File: config.mk
export PLATFORM = sky130hd
export DESIGN_NAME = spi_rd_frontend
export DESIGN_NICKNAME = d
export VERILOG_FILES = /design/src/rtl/spi_rd_pkg.sv /design/src/rtl/spi_pin_sync.sv /design/src/rtl/spi_rd_ctrl.sv /design/src/rtl/spi_rd_frontend.sv
export SDC_FILE = /design/constraint.sdc
export NUM_CORES = 1
export LEC_CHECK = 0
export BUFFER_PORTS_ARGS = -buffer_cell sky130_fd_sc_hd__buf_2
export CAP_MARGIN = 30
export CORE_ASPECT_RATIO = 1.75
export CORE_MARGIN = 4
export CORE_UTILIZATION = 52
export DETAILED_ROUTE_END_ITERATION = 10
export PLACE_DENSITY_LB_ADDON = 0.05
export SYNTH_ARGS = -nofsm -noshare
export SYNTH_HDL_FRONTEND = slang
export SYNTH_SLANG_ARGS = --single-unit
File: constraint.sdc
create_clock -name clk -period 1.85 [get_ports clk]
set_clock_uncertainty 0.1 [all_clocks]
set_input_delay 0.185 -clock clk [delete_from_list [all_inputs] [get_ports clk]]
set_output_delay 0.185 -clock clk [all_outputs]
set_load 0.01 [all_outputs]
File: src/rtl/spi_rd_pkg.sv
// Shared definitions for the SPI read front end: command codes and
// controller states. Assumes 8-bit commands.
package spi_rd_pkg;
    localparam int unsigned OPC_W = 8;
    localparam logic [OPC_W-1:0] OPC_READ   = 8'h03;
    localparam logic [OPC_W-1:0] OPC_STATUS = 8'h05;

    typedef enum logic [2:0] {
        ST_CMD,
        ST_ADDR,
        ST_DATA,
        ST_STAT,
        ST_SKIP
    } rd_state_t;
endpackage

File: src/rtl/spi_pin_sync.sv
// Brings the asynchronous SPI pins into the clk domain through STAGES
// flip-flops each, and produces single-cycle rising/falling edge pulses
// of the serial clock. Assumes STAGES >= 2 and a serial clock phase of
// at least STAGES+2 system clocks.
module spi_pin_sync #(
    parameter int unsigned STAGES = 2
) (
    input  logic clk,
    input  logic rst_n,
    input  logic sck,
    input  logic cs_n,
    input  logic mosi,
    output logic sck_rise,
    output logic sck_fall,
    output logic cs_act,
    output logic mosi_s
);
    logic [STAGES-1:0] sck_q;
    logic [STAGES-1:0] cs_q;
    logic [STAGES-1:0] mo_q;
    logic              sck_d;

    // Synchroniser chains; chip select resets to inactive.
    always_ff @(posedge clk) begin
        if (!rst_n) begin
            sck_q <= '0;
            cs_q  <= '1;
            mo_q  <= '0;
            sck_d <= 1'b0;
        end else begin
            sck_q <= {sck_q[STAGES-2:0], sck};
            cs_q  <= {cs_q[STAGES-2:0], cs_n};
            mo_q  <= {mo_q[STAGES-2:0], mosi};
            sck_d <= sck_q[STAGES-1];
        end
    end

    // Edge pulses and synchronised levels.
    assign sck_rise = sck_q[STAGES-1] & ~sck_d;
    assign sck_fall = ~sck_q[STAGES-1] & sck_d;
    assign cs_act   = ~cs_q[STAGES-1];
    assign mosi_s   = mo_q[STAGES-1];
endmodule

File: src/rtl/spi_rd_ctrl.sv
// Command decoder, address shifter and output serialiser. Inputs are the
// synchronised edge pulses. Assumes the memory returns data one cycle
// after mem_rd and that at least three clocks separate edge pulses.
module spi_rd_ctrl
    import spi_rd_pkg::*;
#(
    parameter int unsigned ADDR_W = 16,
    parameter int unsigned DATA_W = 8
) (
    input  logic              clk,
    input  logic              rst_n,
    input  logic              sck_rise,
    input  logic              sck_fall,
    input  logic              cs_act,
    input  logic              mosi_s,
    input  logic [DATA_W-1:0] status_in,
    input  logic [DATA_W-1:0] mem_rdata,
    output logic [ADDR_W-1:0] mem_addr,
    output logic              mem_rd,
    output logic              miso,
    output logic              miso_oe
);
    localparam int unsigned CNT_W = $clog2(ADDR_W + 1);
    localparam int unsigned TX_W  = $clog2(DATA_W);

    rd_state_t         st;
    logic [CNT_W-1:0]  in_cnt;
    logic [ADDR_W-1:0] in_sh;
    logic [ADDR_W-1:0] in_nxt;
    logic [TX_W-1:0]   tx_idx;
    logic [DATA_W-1:0] cur_byte;
    logic              rd_q;

    // Shift register value after accepting the current input bit.
    always_comb in_nxt = {in_sh[ADDR_W-2:0], mosi_s};

    // Transfer state machine, input shifting and output serialising.
    always_ff @(posedge clk) begin
        if (!rst_n) begin
            st       <= ST_CMD;
            in_cnt   <= '0;
            in_sh    <= '0;
            tx_idx   <= '0;
            cur_byte <= '0;
            rd_q     <= 1'b0;
            mem_addr <= '0;
            mem_rd   <= 1'b0;
            miso     <= 1'b0;
            miso_oe  <= 1'b0;
        end else begin
            mem_rd <= 1'b0;
            rd_q   <= mem_rd;
            if (rd_q) cur_byte <= mem_rdata;
            if (!cs_act) begin
                st      <= ST_CMD;
                in_cnt  <= '0;
                tx_idx  <= '0;
                miso    <= 1'b0;
                miso_oe <= 1'b0;
            end else begin
                case (st)
                    ST_CMD: if (sck_rise) begin
                        in_sh  <= in_nxt;
                        in_cnt <= in_cnt + 1'b1;
                        if (in_cnt == CNT_W'(OPC_W - 1)) begin
                            in_cnt <= '0;
                            if (in_nxt[OPC_W-1:0] == OPC_READ) begin
                                st <= ST_ADDR;
                            end else if (in_nxt[OPC_W-1:0] == OPC_STATUS) begin
                                st       <= ST_STAT;
                                cur_byte <= status_in;
                            end else begin
                                st <= ST_SKIP;
                            end
                        end
                    end
                    ST_ADDR: if (sck_rise) begin
                        in_sh  <= in_nxt;
                        in_cnt <= in_cnt + 1'b1;
                        if (in_cnt == CNT_W'(ADDR_W - 1)) begin
                            in_cnt   <= '0;
                            mem_addr <= in_nxt;
                            mem_rd   <= 1'b1;
                            st       <= ST_DATA;
                        end
                    end
                    ST_DATA, ST_STAT: if (sck_fall) begin
                        miso_oe  <= 1'b1;
                        miso     <= cur_byte[DATA_W-1];
                        cur_byte <= {cur_byte[DATA_W-2:0], 1'b0};
                        tx_idx   <= tx_idx + 1'b1;
                        if (tx_idx == TX_W'(DATA_W - 1)) begin
                            tx_idx <= '0;
                            if (st == ST_DATA) begin
                                mem_addr <= mem_addr + 1'b1;
                                mem_rd   <= 1'b1;
                            end else begin
                                cur_byte <= status_in;
                            end
                        end
                    end
                    default: ;
                endcase
            end
        end
    end
endmodule

File: src/rtl/spi_rd_frontend.sv
// Top of the SPI read front end: pin synchroniser plus controller.
// Assumes SPI mode 0 and a serial clock no faster than clk/8.
module spi_rd_frontend #(
    parameter int unsigned ADDR_W = 16,
    parameter int unsigned DATA_W = 8,
    parameter int unsigned SYNC_STAGES = 2
) (
    input  logic              clk,
    input  logic              rst_n,
    input  logic              spi_sck,
    input  logic              spi_cs_n,
    input  logic              spi_mosi,
    output logic              spi_miso,
    output logic              spi_miso_oe,
    input  logic [DATA_W-1:0] status_in,
    output logic [ADDR_W-1:0] mem_addr,
    output logic              mem_rd,
    input  logic [DATA_W-1:0] mem_rdata
);
    logic sck_rise;
    logic sck_fall;
    logic cs_act;
    logic mosi_s;

    // Pin synchronisation and edge detection.
    spi_pin_sync #(.STAGES(SYNC_STAGES)) u_sync (
        .clk(clk), .rst_n(rst_n), .sck(spi_sck), .cs_n(spi_cs_n),
        .mosi(spi_mosi), .sck_rise(sck_rise), .sck_fall(sck_fall),
        .cs_act(cs_act), .mosi_s(mosi_s)
    );

    // Command handling and data serialising.
    spi_rd_ctrl #(.ADDR_W(ADDR_W), .DATA_W(DATA_W)) u_ctrl (
        .clk(clk), .rst_n(rst_n), .sck_rise(sck_rise), .sck_fall(sck_fall),
        .cs_act(cs_act), .mosi_s(mosi_s), .status_in(status_in),
        .mem_rdata(mem_rdata), .mem_addr(mem_addr), .mem_rd(mem_rd),
        .miso(spi_miso), .miso_oe(spi_miso_oe)
    );
endmodule

[Yosys cells after proc, flatten, opt, wreduce, memory -nomap -nowiden]
Cells that the tools add are included.
Cells by class
  equal/unequal tests: 15
  add/sub/neg operators: 3
  bitwise logic cells: 6
  reductions and logical operators: 11
  multiplexer cells: 35
Operator list (number)
  2-to-1 mux 16 bit: 5
  2-to-1 mux 8 bit: 9
  case mux 16 bit (2 select lines): 1
  2-to-1 mux 3 bit: 7
  2-to-1 mux 5 bit: 4
  adder 16 x 1 -> 16 bit, second input constant: 1
  case mux 8 bit (2 select lines): 1
  case mux 5 bit (2 select lines): 1
  equality test 8 x 2 -> 1 bit, second input constant: 1
  equality test 8 x 3 -> 1 bit, second input constant: 1
  != test 2 x 1 -> 1 bit, second input constant: 4
  AND reduction 7 bit: 1
  equality test 3 x 2 -> 1 bit, second input constant: 2
  != test 2 bit, second input constant: 3
  case mux 3 bit (2 select lines): 1
  AND reduction 3 bit: 2
  OR reduction 2 bit: 3
  adder 5 x 1 -> 5 bit, second input constant: 1
  equality test 5 x 3 -> 1 bit, second input constant: 1
  equality test 5 x 4 -> 1 bit, second input constant: 1
  2-to-1 mux 1 bit: 5
  AND reduction 5 bit: 1
  inverter 1 bit: 4
  nonzero test 2 bit: 2
  7 further kinds: 8
Storage, ports and cells
  input bits: 21
  register bits: 61
  word-level logic and storage cells: 84

[Logic depth before layout (Yosys ltp)]
Gate-level depths: netlist of the first run.
  depth in word-level cells: 7
  depth in mapped cells: 9

[Hierarchy]
From an unflattened synthesis of the first run, not the netlist that was laid out.
Second synthesis, totals
  cell total of the unflattened synthesis: 357
  area, all modules: 3047.9 um^2
By module, submodules not included
  spi_rd_ctrl: cells an instance 340, times used 1, area each 2847.7 um^2
  spi_pin_sync: cells an instance 17, times used 1, area each 200.2 um^2

[Least setup slack after synthesis of the first run]
OpenSTA, ideal clock, no wires.
  path type: reg2reg
  from: reg u_ctrl.in_cnt[0]
  to: reg u_ctrl.mem_addr[2]
  slack: -0.172 ns
  clock period less this slack: 2.022 ns
  buffers on the path: 1
  cell stages (with the launch flop): 10
  library setup time: 0.116 ns
  required time: 1.634 ns
  data arrival time: 1.807 ns
  cells stage by stage: dfxtp_1 > ha_1 > and3_1 > ha_1 > inv_1 > o32ai_2 > and2_4 > buf_6 > o21ai_2 > a31o_1
Between the ends
  cells in the longest elaborated chain, start to end: 3
RTL lines
  start, declared: line spi_rd_ctrl.sv:27  | logic [CNT_W-1:0] in_cnt;
  start signal, assigned: line spi_rd_ctrl.sv:64  | in_cnt <= in_cnt + 1'b1;
  start signal, assigned: line spi_rd_ctrl.sv:79  | in_cnt <= in_cnt + 1'b1;
  equality test 5 x 4 -> 1 bit: line spi_rd_ctrl.sv:80  | if (in_cnt == CNT_W'(ADDR_W - 1)) begin
  != test 2 x 1 -> 1 bit (no source line)
  AND reduction 7 bit (no source line)
  end signal, assigned: line spi_rd_ctrl.sv:82  | mem_addr <= in_nxt;
  end signal, assigned: line spi_rd_ctrl.sv:95  | mem_addr <= mem_addr + 1'b1;
  end, declared: line spi_rd_ctrl.sv:18  | output logic [ADDR_W-1:0] mem_addr,
Every way passes these cells.
A chain may end at the register's enable or synchronous reset.

[Final worst setup path of the first run]
  from: reg u_ctrl.in_cnt[1]
  to: reg u_ctrl.mem_addr[13]
Same word-level chain as after synthesis.

==> impl_metrics.yaml, run 1 <==
worst_hold_path:
  hold_start: "status_in[0]"
  min_path_type: "in -> reg"
floorplanning:
  core-area_um2: 5630
  start_util_pct: 54.2
  fp.dieW_um: 65.9
  io_pins: 40
  die_h_um: 109
  dieArea_um2: 7210
  num_rows: 36
clock_tree:
  cts-htree-levels: 3
  cts_tree: "yes"
  cts_buffers: 9
  insertion_delay_ps: 340
  clockBufferDepth: 2
  clk_pin_slew_ps: 70
  clk_root_buffer_cell: "clkbuf_8"
  cts.sinks: 61
detailed_routing:
  dr.pass1.iters: 4
  drc_errors: 0
  drt-total-wl_um: 7790
  vias: 2841
  ant_nets: 0
  wl_per_cell_um: 15.3
  drt_iter0_drc: 107
  vias_per_cell: 5.59
yosys:
  async_reset_ff_share_pct: 0
  synth_area_per_cell_um2: 8.98
  yosysUniqueCellTypes: 65
  ys_ff_latch: 61
  synth-edff-count: 0
  yosys-top-cells-count: "dfxtp_1, nand2_1, nor2_1, a21oi_1, mux2i_1"
  ys_top_cells_by_area: "dfxtp_1, mux2i_1, a21oi_1"
  syn-num-nets: 367
  synth_warnings: 0
  post-synth-top-count-cell: "dfxtp_1"
  yosysSeqAreaShare_pct: 40.0
  synth_top_area_share_pct: 40.0
  synthCells: 340
  syn_area_um2: 3050
  synth-main-ff-cell: "dfxtp_1"
  yosysTopAreaCell: "dfxtp_1"
worst_setup_path:
  endpoint_kind: "flip-flop"
  path_class: "reg -> reg"
  cp.required_ps: 2030
  path_max_fanout: 4
  crit_start: "u_ctrl.in_cnt[1]$_SDFFE_PP0P_"
  arrival_ps: 2070
  start_kind: "flip-flop"
  r2r-start: "u_ctrl.in_cnt[1]$_SDFFE_PP0P_"
place:
  hpwl_um: 5350
  dp_slack_ps: -142
  placed_area_um2: 3550
  io_buffers: 39
  gp_congestion: 0.870
grt:
  grt_antenna_before_repair: 0
  track_usage_pct: 23.4
  grt_pass1_wl_um: 12800
  grt_util_met1_pct: 25.1
  busiest_layer: "met2"
  grt_pass1_vias: 2733
  grt_max_degree: 32
  overflow: 0
  use_met2_pct: 42.4
  grt_use_met3_pct: 4.91
timing:
  finalCritPeriodShare_pct: 103
  fin_crit_ps: 1900
  finalSetupViolCount: 9
  rsz0062_at_grt: "yes"
  slew_headroom_pct: 67.0
  slew_viol_final: 0
  fmax_mhz: 527
  holdWs_ps: 16.8
  tightest_slew_ps: 494
  hold_viol: 0
  layout_setup_ws_ps: -48.1
power:
  ir_drop_uv: 406
  power.switching_w: 0.000559
  internal_power_w: 0.00187
  clkPwrFrac_pct: 41.3
  power_density_nw_per_um2: 600
  p_seq_share_pct: 54.5
  p_total_w: 0.00243
  pwr-share-comb_pct: 4.2
  p_leak_nw: 1.60
  swShare_pct: 23.0
finish:
  n_antenna_cell: 0
  stdcell_area_um2: 4050
  final_net_count: 455
  area_growth_pct: 32.8
  drive_gt1_share_pct: 35.0
run:
  max_cap_viol_count: 0
outcome:
  violations: "negative setup slack"
  status: "finished, violations left"
==> sequential cells by signal, indices dropped and copies added (netlist names) <==
signal	flops
u_ctrl.miso	1
u_ctrl.in_cnt	5
u_ctrl.mem_addr	16
u_sync.mo_q	2
u_sync.cs_q	2
u_ctrl.cur_byte	8
u_ctrl.rd_q	1
u_sync.sck_d	1
u_ctrl.mem_rd	1
u_sync.sck_q	2
u_ctrl.tx_idx	3
u_ctrl.st	3
u_ctrl.miso_oe	1
u_ctrl.in_sh	15
==> path summary, 6_finish.rpt <==
kind | endpoint | slack (ps) | depth (start not counted)
min | u_ctrl.cur_byte[0]$_SDFF_PN0_ | 20 | 3
max | u_ctrl.mem_addr[13]$_SDFFE_PN0P_ | -50 | 10
max reg2reg | u_ctrl.mem_addr[13]$_SDFFE_PN0P_ | -50 | 10
min reg2reg | u_sync.cs_q[1]$_SDFF_PN1_ | 310 | 1
==> per-stage QoR <==
step           setup TNS [ps]  instances  util [%]
6_report                 -209        508      72.0
3_5_place_dp            -1230        475      63.1
5_1_grt                 -1400        508      72.0
2_1_floorplan               0        340         -
3_3_place_gp             -550        475      63.1
4_1_cts                  -711        504      69.6
==> worst max-delay path, cell delays in order (launching register included) <==
cell and delay (ps):
dfxtp_2 360, ha_4 140, and3_4 200, ha_4 140
inv_2 40, o32ai_4 230, buf_6 160, and2_4 170
buf_4 110, nand2_1 50, a21oi_1 120
==> per-layer routing <==
layer  share of wire (%)  vias to the layer above
li1                    -                     1410
met1                  39                     1357
met2                  55                       59
met3                 4.0                       15
met4                 2.0                        0
met5                   0                        -
==> power groups by stage <==
stage,registers [W],logic (W),clock network [W]
floorplan,0.00135,0.0000429,0
detailed placement,0.00136,0.0000811,0
CTS,0.00133,0.0000984,0.00104
global placement,0.00136,0.0000808,0
global route,0.00133,0.000112,0.00109
finish,0.00133,0.000102,0.00101
==> repair_timing <==
action	CTS	global route
resized for setup	24	21
endpoints found under the hold margin	9	0
gates cloned	2	0
pin swaps	12	18
buffers inserted	3	4
hold buffers	9	0
setup endpoints to repair	22	28
==> cell type report <==
| type | instances | area, um2 |
|---|---|---|
| clock buffers | 10 | 138 |
| clock inverters | 5 | 27.5 |
| fillers | 471 | 1580 |
| inverters | 9 | 36.3 |
| multi-input cells | 256 | 1870 |
| flip-flops and latches | 61 | 1230 |
| well taps | 76 | 95.1 |
| repair buffers | 91 | 661 |
==> cell usage in the layout (no fill, tap or decap), types with 3 or more instances in the layout <==
cell,netlist,final
clkinv_2,0,4
and2_1,7,7
a22o_1,3,3
o211ai_1,3,3
nand2_1,33,32
clkbuf_8,0,10
nand4_1,7,7
buf_6,3,4
nand2_4,0,3
nand3_1,14,12
a22oi_1,5,3
buf_12,1,3
dfxtp_1,61,57
nand2b_1,5,5
ha_4,0,4
o21ai_0,15,8
a21oi_1,27,24
and4bb_2,3,3
mux2i_1,19,19
inv_1,9,7
buf_4,1,36
o21ai_1,3,8
buf_2,3,39
dfxtp_2,0,3
nor3_1,6,6
o21ai_2,1,3
nand4b_1,3,3
nor2_1,29,28
dlygate4sd3_1,0,9
nor2b_1,7,7
a21oi_2,0,3
==> logic make-up (layout without fill, tap and decap cells) <==
kind of cell / after synthesis / count (layout) / share of synthesized area [%]
DFF: 61 / 61 / 40.0
adders and majority gates: 6 / 6 / 2.46
buffers and inverters: 25 / 115 / 4.59
and+or+nand+nor: 138 / 140 / 25.5
muxes: 21 / 21 / 6.97
xor gates and xnor gates: 3 / 3 / 0.861
AOI/OAI and AO/OA: 86 / 86 / 19.6
No activity file was read; power rests on OpenSTA's default activity.
==> inputs of run 2 (changes only) <==
==> constraint.sdc (replaced) <==
create_clock -name clk -period 1.85 [get_ports clk]
set_clock_uncertainty 0.1 [all_clocks]
set_input_delay 0.37 -clock clk [delete_from_list [all_inputs] [get_ports clk]]
set_output_delay 0.37 -clock clk [all_outputs]
set_load 0.1 [all_outputs]
==> impl_metrics.yaml, run 2 (synthesized netlist as in run 1, its figures left out) <==
detailed_routing:
  wl_met1_um: 3030
  vias: 2665
  ant_nets: 0
  vias_per_cell: 5.48
  dr_wl_met3_um: 247
  drt-total-wl_um: 7520
  wl_per_cell_um: 15.5
  drt_iter0_drc: 100
  wl_met2_um: 4040
  drc_errors: 0
  dr.pass1.iters: 4
  highest_layer: "met4"
finish:
  n_antenna_cell: 0
  final_cells: 486
  final_net_count: 432
  multiInputGateArea_um2: 1900
  area_growth_pct: 30.0
  fill_cells: 460
  stdcell_area_um2: 3970
  layout_common_cells: "dfxtp_1, buf_2, nand2_1"
  drive_gt1_share_pct: 37.6
  area.sequential_um2: 1270
  top_regs: "u_ctrl.mem_addr (16), u_ctrl.in_sh (15), u_ctrl.cur_byte (8)"
  layout_commonest_cell: "dfxtp_1"
  largest_register_ffs: 16
  top_register: "u_ctrl.mem_addr"
  postLayoutCoreUtil_pct: 70.4
worst_setup_path:
  timing.rr.end: "u_ctrl.mem_addr[1]$_SDFFE_PN0P_"
  r2r-start: "u_ctrl.in_cnt[1]$_SDFFE_PP0P_"
  r2r_setup_slack_ps: -40
  endpoint_kind: "flip-flop"
  path_class: "reg -> reg"
  arrival_ps: 2030
  start_kind: "flip-flop"
  path_max_fanout: 5
  cp.required_ps: 1990
  r2r_cells: 9
place:
  place_inst: 463
  gp_congestion: 0.839
  io_buffers: 39
  dp_slack_ps: -140
  hpwl_um: 5240
  placed_area_um2: 3510
worst_hold_path:
  hold-path-endpoint: "u_sync.cs_q[0]$_SDFF_PN1_"
  min_path_type: "in -> reg"
  hold_start: "spi_cs_n"
  hold_depth: 2
grt:
  grt_max_degree: 33
  track_usage_pct: 22.6
  grt_pass1_vias: 2631
  grt_antenna_before_repair: 0
  overflow: 0
  grt_pass1_wl_um: 12400
floorplanning:
  start_util_pct: 54.2
  io_pins: 40
  die_h_um: 109
  dieArea_um2: 7210
  core-area_um2: 5630
  fp.dieW_um: 65.9
  num_rows: 36
outcome:
  status: "finished, violations left"
  violations: "negative setup slack"
clock_tree:
  clk_pin_slew_ps: 70
  cts_tree: "yes"
  cts_buffers: 9
  clk_root_buffer_cell: "clkbuf_8"
  clockBufferDepth: 2
  cts-htree-levels: 3
  cts.sinks: 61
  insertion_delay_ps: 350
timing:
  layout_setup_ws_ps: -40.2
  slew_viol_final: 0
  fin_crit_ps: 1890
  slew_headroom_pct: 67.4
  rsz0062_at_grt: "yes"
  hold_viol: 0
  finalSetupViolCount: 5
  fmax_mhz: 529
  finalCritPeriodShare_pct: 102
  tightest_slew_ps: 493
power:
  p_leak_nw: 1.52
  ir_drop_uv: 382
  power_density_nw_per_um2: 703
run:
  max_cap_viol_count: 0
==> run 2: cell types whose count changed in the layout (fill, tap and decap cells not counted), moves of 2 or more <==
cell / before / now
dfxtp_4: 1 / 9
dfxtp_2: 3 / 9
dfxtp_1: 57 / 43
buf_4: 36 / 27
dlygate4sd3_1: 9 / 0
buf_12: 3 / 1
clkbuf_1: 0 / 2
buf_6: 4 / 2
clkinv_2: 4 / 1
bufinv_16: 0 / 2
==> run 2: layer usage <==
layer	GRT usage, %	vias up
met5	0	-
met4	11.4	0
met3	5.42	11
met2	40.1	50
met1	24.3	1243
li1	-	1361
==> run 2: final cells by class <==
type / instances / area share (%)
Clock buffer: 13 / 4.29
Multi-Input combinational cell: 255 / 47.8
Inverter: 9 / 0.852
Tap cell: 76 / 2.40
Timing Repair Buffer: 69 / 11.1
Clock inverter: 3 / 1.64
Sequential cell: 61 / 31.9
==> run 2: stage by stage <==
stage | total power [W] | hold WS, ps | TNS (ps)
CTS | 0.00282 | 81.0 | -945
detailed placement | 0.00142 | 298 | -1660
floorplan | 0.00138 | 286 | 0
global route | 0.00288 | 90.3 | -1670
global placement | 0.00142 | 294 | -835
finish | 0.00279 | 98.3 | -106
==> run 2: worst max-delay path by stage <==
| stage | end | slack (ps) | start |
|---|---|---|---|
| 2_1_floorplan | u_ctrl.mem_addr[15]$_SDFFE_PN0P_ | 4 | u_ctrl.mem_addr[10]$_SDFFE_PN0P_ |
| 3_3_place_gp | u_ctrl.mem_addr[14]$_SDFFE_PN0P_ | -100 | u_ctrl.in_cnt[1]$_SDFFE_PP0P_ |
| 3_5_place_dp | u_ctrl.mem_addr[8]$_SDFFE_PN0P_ | -140 | u_ctrl.in_cnt[1]$_SDFFE_PP0P_ |
| 4_1_cts | u_ctrl.mem_addr[8]$_SDFFE_PN0P_ | -90 | u_ctrl.in_cnt[0]$_SDFFE_PP0P_ |
| 5_1_grt | u_ctrl.mem_addr[1]$_SDFFE_PN0P_ | -130 | u_ctrl.in_cnt[1]$_SDFFE_PP0P_ |
| 6_report | u_ctrl.mem_addr[1]$_SDFFE_PN0P_ | -40 | u_ctrl.in_cnt[1]$_SDFFE_PP0P_ |
==> run 2: power breakdown <==
part / internal (W) / leakage, nW / switching [W]
sequential: 0.00131 / 0.505 / 0.00000691
clock: 0.000876 / 0.119 / 0.000511
combinational: 0.0000385 / 0.892 / 0.0000482
==> run 2: what timing repair did <==
| item | in CTS | in global routing |
|---|---|---|
| setup buffers | 4 | 2 |
| cloned | 1 | 0 |
| hold buffers | 0 | 0 |
| pin swaps | 8 | 16 |
| gates resized for setup | 15 | 29 |
| endpoints found under the setup margin | 23 | 29 |
==> run 2: worst max-delay path, cell delays in order (launching register included) <==
cell and delay, ps:
dfxtp_2 350, ha_4 140, and3_4 180, ha_4 130, inv_2 40, o32ai_4 280, and2_4 270, buf_6 120
nand3_2 40, o211a_1 110
==> inputs of run 3 (changes only) <==
==> constraint.sdc (replaced) <==
create_clock -name clk -period 1.85 [get_ports clk]
set_clock_uncertainty 0.1 [all_clocks]
set_input_delay 0.2775 -clock clk [delete_from_list [all_inputs] [get_ports clk]]
set_output_delay 0.2775 -clock clk [all_outputs]
set_load 0.1 [all_outputs]
==> impl_metrics.yaml, run 3 (synthesized netlist as in run 1, its figures left out) <==
worst_setup_path:
  cpLargestDelayFamily: "compound AO/OA/AOI/OAI gates"
  path_class: "reg -> reg"
  critPathMostFrequentCell: "ha_4"
  critPathSlowestCell: "dfxtp_2"
  cp_num_buf_inv: 2
  path_max_fanout: 4
  cp.required_ps: 1990
  start_kind: "flip-flop"
  arrival_ps: 2050
  endpoint_kind: "flip-flop"
  cp_cell_sequence: "ha_4, and3_4, ha_4, inv_4, o32ai_4, buf_6, and2_4, a21oi_2, a31o_1"
  slowest_delay_ps: 350
timing:
  layout_setup_ws_ps: -67.3
  finalSetupViolCount: 7
  fmax_mhz: 522
  slew_viol_final: 0
  slew_headroom_pct: 67.6
  hold_viol: 0
  rsz0062_at_grt: "yes"
  tightest_slew_ps: 489
  finalCritPeriodShare_pct: 104
  fin_crit_ps: 1920
finish:
  largest_register_ffs: 16
  top_register: "u_ctrl.mem_addr"
  fill_cells: 480
  top_regs: "u_ctrl.mem_addr (16), u_ctrl.in_sh (15), u_ctrl.cur_byte (8)"
  layout_common_cells: "dfxtp_1, buf_2, nand2_1"
  n_antenna_cell: 0
  stdcell_area_um2: 4110
  layout_commonest_cell: "dfxtp_1"
  area_growth_pct: 34.5
  drive_gt1_share_pct: 40.9
  final_net_count: 440
clock_tree:
  cts.sinks: 61
  cts_buffers: 9
  clk_pin_slew_ps: 70
  insertion_delay_ps: 350
  cts_tree: "yes"
  clockBufferDepth: 2
  cts-htree-levels: 3
  clk_root_buffer_cell: "clkbuf_8"
detailed_routing:
  vias: 2826
  vias_per_cell: 5.72
  drt-total-wl_um: 7810
  dr.pass1.iters: 4
  wl_per_cell_um: 15.8
  drt_iter0_drc: 131
  drc_errors: 0
  ant_nets: 0
power:
  power_density_nw_per_um2: 653
  p_total_w: 0.00268
  ir_drop_uv: 482
  p_leak_nw: 1.56
grt:
  grt_max_degree: 32
  grt_pass1_wl_um: 12600
  grt_pass1_vias: 2699
  track_usage_pct: 22.7
  overflow: 0
  grt_antenna_before_repair: 0
place:
  gp_congestion: 0.862
  hpwl_um: 5350
  dp_slack_ps: -136
  placed_area_um2: 3520
  io_buffers: 39
floorplanning:
  start_util_pct: 54.2
  fp.dieW_um: 65.9
  num_rows: 36
  io_pins: 40
  core-area_um2: 5630
  die_h_um: 109
  dieArea_um2: 7210
outcome:
  violations: "negative setup slack"
  status: "finished, violations left"
worst_hold_path:
  min_path_type: "in -> reg"
run:
  max_cap_viol_count: 0
## run 3: cell count changes in the layout (fill, tap and decap cells not counted), sizes merged
cell	previous run	this run
dlygate4sd3	0	1
clkinv	1	0
bufinv	2	0
buf	69	75
clkbuf	13	15
nand2	34	35
clkinvlp	0	1
## run 3: worst reg2reg max path, stage by stage (launching register included)
cell and delay [ps]:
dfxtp_2 350, ha_4 140, and3_4 190, ha_4 140, inv_4 40, o32ai_4 240
buf_6 180, and2_4 190, a21oi_2 60, a31o_1 180
## run 3: path summary, 6_finish.rpt
kind,from,to,slack [ps],depth (start not counted)
worst max register to register,u_ctrl.in_cnt[0]$_SDFFE_PP0P_,u_ctrl.mem_addr[4]$_SDFFE_PN0P_,-70,9
worst min-delay path,spi_sck,u_sync.sck_q[0]$_SDFF_PN0_,30,2
worst max-delay path,u_ctrl.in_cnt[0]$_SDFFE_PP0P_,u_ctrl.mem_addr[4]$_SDFFE_PN0P_,-70,9
worst min register to register,u_sync.cs_q[0]$_SDFF_PN1_,u_sync.cs_q[1]$_SDFF_PN1_,320,1
## run 3: layout make-up
type	count	area [um2]	share of cell area, %
tap	76	95.1	2.32
timing repair buffer	76	532	13.0
multi-input combinational	256	1950	47.6
clock inverter	1	7.51	0.183
clock buffer	15	219	5.33
inverter	9	36.3	0.884
sequential	61	1260	30.8
## run 3: per-stage QoR
stage / hold WS, ps / instances / utilization [%] / setup TNS, ps
final: 30.0 / 494 / 72.9 / -163
after global routing: 35.6 / 494 / 72.9 / -2000
after CTS: 16.4 / 485 / 69.0 / -525
after detailed placement: 303 / 464 / 62.5 / -1390
after global placement: 295 / 464 / 62.5 / -660
after floorplan: 279 / 340 / - / 0
## run 3: repair_timing
item	CTS	global route
endpoints found under the hold margin	1	0
setup endpoints to repair	23	29
setup buffers	3	8
resized for setup	26	32
hold buffers	1	0
cloned	1	1
pin swaps	11	23
## run 3: report_power, final
group | switching [W] | internal [W] | leakage, nW | total, W
sequential | 0.00000770 | 0.00131 | 0.503 | 0.00131
clock | 0.000515 | 0.000760 | 0.112 | 0.00128
combinational | 0.0000488 | 0.0000405 | 0.942 | 0.0000894
total | 0.000572 | 0.00211 | 1.56 | 0.00268
## run 3: layer usage
metal | wire, um | global-route usage [%] | up-vias
li1 | - | - | 1385
met1 | 2990 | 25.2 | 1353
met3 | 335 | 4.09 | 18
met4 | 205 | 10.7 | 0
met2 | 4280 | 40.8 | 70
met5 | 0 | 0 | -
